===== config.mk =====
export PLATFORM = sky130hd
export DESIGN_NAME = phy_read_mux
export DESIGN_NICKNAME = d
export VERILOG_FILES = /design/src/rtl/phy_mgmt_pkg.sv /design/src/rtl/phy_read_mux.sv
export SDC_FILE = /design/constraint.sdc
export NUM_CORES = 1
export LEC_CHECK = 0
export BUFFER_PORTS_ARGS = -buffer_cell sky130_fd_sc_hd__buf_2
export CAP_MARGIN = 25
export CELL_PAD_IN_SITES_DETAIL_PLACEMENT = 1
export CELL_PAD_IN_SITES_GLOBAL_PLACEMENT = 1
export CORE_AREA = 10 10 47 49
export DETAILED_ROUTE_END_ITERATION = 8
export DIE_AREA = 0 0 57 59
export PLACE_DENSITY = 0.87
export SLEW_MARGIN = 20
export SYNTH_ARGS = -nofsm -noshare
export SYNTH_HDL_FRONTEND = slang
export SYNTH_SLANG_ARGS = --single-unit

===== constraint.sdc =====
create_clock -name vclk -period 0.95
set_clock_uncertainty 0.1 [all_clocks]
set_input_delay 0.19 -clock vclk [all_inputs]
set_output_delay 0.19 -clock vclk [all_outputs]
set_load 0.05 [all_outputs]

===== src/rtl/phy_mgmt_pkg.sv =====
package phy_mgmt_pkg;
    localparam int PHY_W     = 16;
    localparam int FLD_W     = 4;
    localparam int RESET_BIT = 15;
    localparam int LINK_BIT  = 2;

    localparam logic [PHY_W-1:0] CTRL_DEFAULT  = 16'h3100;
    localparam logic [PHY_W-1:0] STAT_FIXED    = 16'hFE28;
    localparam logic [PHY_W-1:0] ID_WORD_HI    = 16'h0044;
    localparam logic [PHY_W-1:0] ID_WORD_LO    = 16'h1400;
    localparam logic [PHY_W-1:0] CTRL_AUTO_CLR = 16'h8200;

    localparam logic [FLD_W-1:0] IDX_CTRL  = 4'd0;
    localparam logic [FLD_W-1:0] IDX_STAT  = 4'd1;
    localparam logic [FLD_W-1:0] IDX_ID_HI = 4'd2;
    localparam logic [FLD_W-1:0] IDX_ID_LO = 4'd3;

    typedef enum logic {HSEL_CMD = 1'b0, HSEL_DATA = 1'b1} host_sel_e;

    typedef struct packed {
        logic [FLD_W-1:0] phy;
        logic [FLD_W-1:0] idx;
        logic             wr;
    } mgmt_cmd_t;

    function automatic mgmt_cmd_t unpack_cmd(input logic [PHY_W-1:0] w);
        mgmt_cmd_t c;
        c.phy = w[15:12];
        c.idx = w[7:4];
        c.wr  = w[1];
        return c;
    endfunction
endpackage


===== src/rtl/phy_read_mux.sv =====
module phy_read_mux
    import phy_mgmt_pkg::*;
(
    input  logic [FLD_W-1:0] idx,
    input  logic [PHY_W-1:0] ctrl_q,
    input  logic             link_up,
    output logic [PHY_W-1:0] rd_val
);
    logic [PHY_W-1:0] status_w;

    always_comb begin
        status_w           = STAT_FIXED;
        status_w[LINK_BIT] = link_up;
        case (idx)
            IDX_CTRL:  rd_val = ctrl_q;
            IDX_STAT:  rd_val = status_w;
            IDX_ID_HI: rd_val = ID_WORD_HI;
            IDX_ID_LO: rd_val = ID_WORD_LO;
            default:   rd_val = '0;
        endcase
    end
endmodule


After elaboration in Yosys (flattened, before gate mapping)
Index checks and enable logic that the tools add are counted.
- latch bits: 0
- memory bits (writable): 0
- logic and storage cells: 5
- register bits after elaboration: 0
- memories kept: 0
- bits in read-only memories: 0
- multipliers: 0
- add/subtract/negate cells: 0
- div/mod/pow operators: 0
- $lt $le $gt $ge: 0
- reduce and logical (&&, ||, !) cells: 1
- bitwise logic cells: 0
- equality and inequality tests: 3
- shift-type cells: 0
- muxes and demuxes: 1
- operators by type and width (operator ; number):
    16-bit one-hot mux with 4 select lines ; 1
    4-bit by 2-bit equality test with 1-bit output, second input constant ; 2
    4-bit by 1-bit equality test with 1-bit output, second input constant ; 1
    4-bit zero test ; 1

Longest topological paths before layout
Gate-level depths: netlist of the first run.
- depth after elaboration: 2
- gate-level depth with buffers: 3
- depth with buffers taken out: 2

Worst setup path after synthesis of the first run
No wires, ideal clock.
- path type: in2out
- start: input port idx[3]
- end: output port rd_val[10]
- data required time: 660 ps
- stages on the path: 2
- arrival: 1287 ps
- path slack: -627 ps
- cells stage by stage: or2_2 > a21oi_1
- longest elaborated chain between the ends: 2
- elaborated cells on any way between the ends: 5
- classes of those cells: eq/ne: 3; mux: 1; reduce/logical: 1
- ends and longest elaborated chain (item ; line ; source):
    start: declaration ; phy_read_mux.sv:4 ; input logic [FLD_W-1:0] idx,
    4-bit by 2-bit equality test with 1-bit output (tied with other cells) ; phy_read_mux.sv:14 ; case (idx)
    16-bit one-hot mux with 4 select lines * ; phy_read_mux.sv:14 ;
    end: declaration ; phy_read_mux.sv:7 ; output logic [PHY_W-1:0] rd_val
Every way passes the cells marked *; elsewhere a longest branch is shown, timed or not.

Worst setup path in the final report of the first run
- start: input port idx[2]
- end: output port rd_val[7]
Same word-level chain as after synthesis.

==> results of run 1 <==
## kinds of logic (layout without fill, tap and decap cells)
| kind of cell | Yosys count | count (layout) | synth area share |
|---|---|---|---|
| AOI/OAI and AO/OA | 11 | 11 | 0.390 |
| buffers and inverters | 2 | 45 | 0.0454 |
| and+or+nand+nor | 13 | 13 | 0.565 |
## per-stage QoR
stage | worst slack, ns | cell area [um2] | hold WS, ns | power, mW | util
finish | -0.381 | 777 | 0.617 | 0.346 | 0.554
global route | -0.444 | 777 | 0.634 | 0.367 | 0.554
CTS | -0.374 | 737 | 0.619 | 0.332 | 0.526
detailed placement | -0.499 | 528 | 0.697 | 0.257 | 0.377
global placement | -0.456 | 528 | 0.694 | 0.251 | 0.377
floorplan | -0.300 | 284 | 0.452 | 0.156 | -
## synth_stat cells (all sizes together)
library cell  instances  area [um2]
buf                   1        5.00
nand3b                1        7.51
nor2                  1        3.75
or2                   1        6.26
inv                   1        3.75
nor3                  2        26.3
o21a                  7        52.6
a21oi                 3        15.0
nand2b                2        12.5
o21bai                1        7.51
nor4                  1        21.3
and2                  5        31.3
## power groups by stage
stage | clock, mW | sequential [mW] | combinational, mW
2_1_floorplan | 0 | 0 | 0.156
3_3_place_gp | 0 | 0 | 0.251
3_5_place_dp | 0 | 0 | 0.257
4_1_cts | 0 | 0 | 0.332
5_1_grt | 0 | 0 | 0.367
6_report | 0 | 0 | 0.346
## worst max-delay path, cell delays in order
cell and delay (ns):
buf_8 0.10, nor4_4 0.38, and2_4 0.22, buf_8 0.14
## area by class of cell
cell class | count | area share
tap | 16 | 0.0258
multi-input combinational | 24 | 0.409
inverter | 1 | 0.00483
timing repair buffer | 44 | 0.560
## final timing paths
| check | startpoint | to | slack (ns) | cells past startpoint |
|---|---|---|---|---|
| worst max-delay path | idx[2] | rd_val[7] | -0.38 | 4 |
| worst min-delay path | ctrl_q[5] | rd_val[5] | 0.62 | 3 |
## routing by layer
layer,wire (um),up-vias,GRT usage
li1,-,179,-
met1,404,171,0.0754
met2,840,19,0.160
met3,139,0,0.0343
met4,0,0,0
met5,0,-,0
## what timing repair did
action                                  CTS  global route
endpoints found under the setup margin   16            16
pin swaps                                 8             1
resized for setup                        62             4
buffers inserted                          0             2
## cell usage in the layout (no fill, tap or decap)
| cell | instances |
|---|---|
| nand2b_4 | 2 |
| nand3b_1 | 1 |
| nor3_4 | 2 |
| a21oi_4 | 3 |
| or2_4 | 1 |
| o21bai_4 | 1 |
| o21a_4 | 7 |
| nor2_1 | 1 |
| nor4_4 | 1 |
| buf_12 | 1 |
| buf_8 | 15 |
| buf_4 | 5 |
| buf_2 | 17 |
| inv_2 | 1 |
| and2_4 | 5 |
| buf_6 | 6 |
==> metrics.md, run 1 <==
| Metric | Value |
|---|---|
| HP Class | `input pin to output port` |
| Status | `complete, but fails checks` |
| Area of the mapped netlist | `193 um2` |
| GRT overflow | `0` |
| PortBufs | `37` |
| Drt total wl | `1380 um` |
| Post-cts hold buffer count | `0` |
| Initial antenna violation count | `0` |
| Worst-Margin Slew | `0.340 ns` |
| FMAX | `751 MHz` |
| I/O pins | `37` |
| CP max FO | `5` |
| Drt wl/cell | `16.3 um` |
| RSZ-0062 raised after global routing | `true` |
| Seq/Total Area, Yosys | `0` |
| Combinational share of power | `1.000` |
| Nets@finish | `92` |
| Violated checks | `negative setup slack` |
| Net switching power figure | `175 uW` |
| Routability cong. | `0.611` |
| Final setup TNS | `-5.08 ns` |
| CORE AREA | `0.00140 mm2` |
| Post-synthesis cell count | `26` |
| Vias in the first global route | `439` |
| Sequential cell area | `0 um2` |
| Setup CP Type | `input pin to output port` |
| Drt first pass iters | `1` |
| Startpoint Class | `input pin` |
| CP Capture Type | `output port` |
| Syn Nets | `47` |
| Fin. max-slew vios | `0` |
| 1st-iter DRT viols | `0` |
| Die Wd | `57 um` |
| Worst endpoint required time | `0.66 ns` |
| Chip Height | `59 um` |
| VDD IR max | `0.183 mV` |
| Final setup vio count | `16` |
| Share of layout cells above drive strength 1 | `0.971` |
| Layout Area Growth over Synthesis | `303%` |
| Full die area | `0.00336 mm2` |
| FP Rows | `14` |
| CLK BUF | `0` |
| Seq_cells | `0` |
| Final WS setup | `-0.381 ns` |
| # fillers | `157` |
| Yosys warns | `0` |
| Crit path time final | `1.33 ns` |
| Fin crit share | `1.40` |
| First-pass GRT wire length | `2250 um` |
| Internal power | `171 uW` |
| WP data arrival | `1.04 ns` |
| Vias | `369` |
| Total GRT Usage | `0.0789` |
| ANT nets after route | `0` |
| Residual DRC count | `0` |
| Area occupied by multi-input gates | `318 um2` |
| Initial Utilization | `0.138` |
| Largest net degree at the start of global routing | `8` |
| Rel. slew slack | `0.772` |
| Library cells used by synthesis | `13` |
| Pwr per Cell Area | `446 mW/mm2` |
| Final hold vios | `0` |
| Inst Count DP | `83` |
| DR vias/cell | `4.34` |
| Syn_area_per_cell | `7.41 um2` |
| Leakage | `0.348 nW` |
| Layout Cells excl Fill | `85` |
| Sequential share of power | `0` |
| Antenna cell count | `0` |
| Switching Fraction | `0.506` |
| Clock share of power | `0` |
| Max Cap Viol | `0` |
Power figures use the tool's default switching activity.
==> inputs of run 2 (changes only) <==
--- a/config.mk
+++ b/config.mk
@@ -13,6 +13,8 @@
 export DETAILED_ROUTE_END_ITERATION = 8
 export DIE_AREA = 0 0 57 59
 export PLACE_DENSITY = 0.87
+export RECOVER_POWER = 50
+export SKIP_LAST_GASP = 1
 export SLEW_MARGIN = 20
 export SYNTH_ARGS = -nofsm -noshare
 export SYNTH_HDL_FRONTEND = slang
==> run 2 against run 1 <==
The flow still finishes with violations (negative setup slack). Non-clock buffer count did not move. Hold slack barely moved. Die area did not move. Sequential share of layout area did not move. Cell count did not move. Combinational power barely moved. Critical endpoint unchanged.
==> metrics.md, run 2 (synthesis results as in run 1) <==
| Metric | Value |
|---|---|
| DR vias/cell | `4.34` |
| Final WS setup | `-0.381 ns` |
| Vias | `369` |
| Slowest stage cell, crit path | `nor4_4` |
| M2 GR Usage | `0.160` |
| CP max FO | `5` |
| CP Capture Type | `output port` |
| Vias in the first global route | `439` |
| Rel. slew slack | `0.772` |
| Commonest non-fill, non-tap cell in the layout | `buf_2` |
| Startpoint Class | `input pin` |
| Die Wd | `57 um` |
| Nets@finish | `92` |
| Crit-path cells | `buf_8 -> nor4_4 -> and2_4 -> buf_8` |
| Largest net degree at the start of global routing | `8` |
| Layout Cells excl Fill | `85` |
| Fin crit share | `1.40` |
| Switching Fraction | `0.507` |
| Full die area | `0.00336 mm2` |
| Post-route cell area | `771 um2` |
| Final setup TNS | `-5.09 ns` |
| Combinational share of power | `1.000` |
| Routability cong. | `0.611` |
| Post-cts hold buffer count | `0` |
| FP Rows | `14` |
| Critical Path Most Common Cell | `buf_8` |
| CORE AREA | `0.00140 mm2` |
| Core Util, Final | `0.550` |
| Inst Count DP | `83` |
| GRT overflow | `0` |
| VDD IR max | `0.187 mV` |
| # fillers | `156` |
| Initial antenna violation count | `0` |
| Area occupied by multi-input gates | `312 um2` |
| Drt wl/cell | `16.2 um` |
| Layout Area Growth over Synthesis | `300%` |
| CP bufs+invs | `2` |
| ANT nets after route | `0` |
| RSZ-0062 raised after global routing | `true` |
| Final setup vio count | `16` |
| Worst endpoint required time | `0.66 ns` |
| Sequential cell area | `0 um2` |
| Drt first pass iters | `1` |
| Net switching power figure | `174 uW` |
| Status | `complete, but fails checks` |
| CLK BUF | `0` |
| Pwr per Cell Area | `446 mW/mm2` |
| Clock share of power | `0` |
| Violated checks | `negative setup slack` |
| Setup CP Type | `input pin to output port` |
| Internal power | `170 uW` |
| 1st-iter DRT viols | `0` |
| HP Class | `input pin to output port` |
| Delay of the slowest critical-path stage | `0.38 ns` |
| PortBufs | `37` |
| Commonest non-fill, non-tap cells in the layout | `buf_2 (17), buf_8 (15), o21a_4 (6), buf_6 (6)` |
| Leakage | `0.347 nW` |
| Max Cap Viol | `0` |
| Antenna cell count | `0` |
| Placed Instance Area | `528 um2` |
| Seq_cells | `0` |
| Fin. max-slew vios | `0` |
| Sequential share of power | `0` |
| GR Layer Usage met3 | `0.0343` |
| Crit path time final | `1.33 ns` |
| CP top delay family | `simple AND/OR/NAND/NOR gates` |
| Initial Utilization | `0.138` |
| Total GRT Usage | `0.0789` |
| Final hold vios | `0` |
| Busiest grt layer | `met2` |
| First-pass GRT wire length | `2250 um` |
| Residual DRC count | `0` |
| WP data arrival | `1.04 ns` |
| Worst-Margin Slew | `0.340 ns` |
| FMAX | `751 MHz` |
| Share of layout cells above drive strength 1 | `0.971` |
| I/O pins | `37` |
| Met1 GRT Util | `0.0754` |
| Drt total wl | `1380 um` |
| Chip Height | `59 um` |
==> run 2: cell types whose count changed in the layout (fill, tap and decap cells not counted) <==
cell    delta
o21a_2     +1
o21a_4     -1
==> run 2: final timing paths <==
path  startpoint         to  cells past startpoint
max       idx[2]  rd_val[7]                      4
min    ctrl_q[5]  rd_val[5]                      3
==> run 2: what timing repair did <==
action / 4_1_cts / 5_1_grt
pin swaps: 8 / 1
endpoints found under the setup margin: 16 / 16
gates resized for setup: 62 / 3
setup buffers: 0 / 2
==> run 2: tightest hold or removal path, stage by stage <==
cell    delay [ns]
buf_2         0.08
o21a_4        0.12
buf_8         0.13
==> run 2: power groups by stage <==
stage	Clock, mW	Sequential [mW]	Combinational, mW
floorplan	0	0	0.156
global placement	0	0	0.251
detailed placement	0	0	0.257
CTS	0	0	0.332
global route	0	0	0.364
finish	0	0	0.344
==> run 2: area by class of cell <==
cell class	count	share of cell area
tap	16	0.0260
inverter	1	0.00487
timing repair buffer	44	0.565
multi-input combinational	24	0.404
==> run 2: layer usage <==
| layer | share of wire | wire length [um] |
|---|---|---|
| met1 | 0.29 | 400 |
| met2 | 0.61 | 837 |
| met3 | 0.10 | 139 |
| met4 | 0 | 0 |
| met5 | 0 | 0 |
==> run 2: through the flow <==
stage	power, mW	hold slack (ns)	worst slack [ns]
CTS	0.332	0.619	-0.374
finish	0.344	0.617	-0.381
global route	0.364	0.631	-0.444
detailed placement	0.257	0.697	-0.499
global placement	0.251	0.694	-0.456
floorplan	0.156	0.452	-0.300
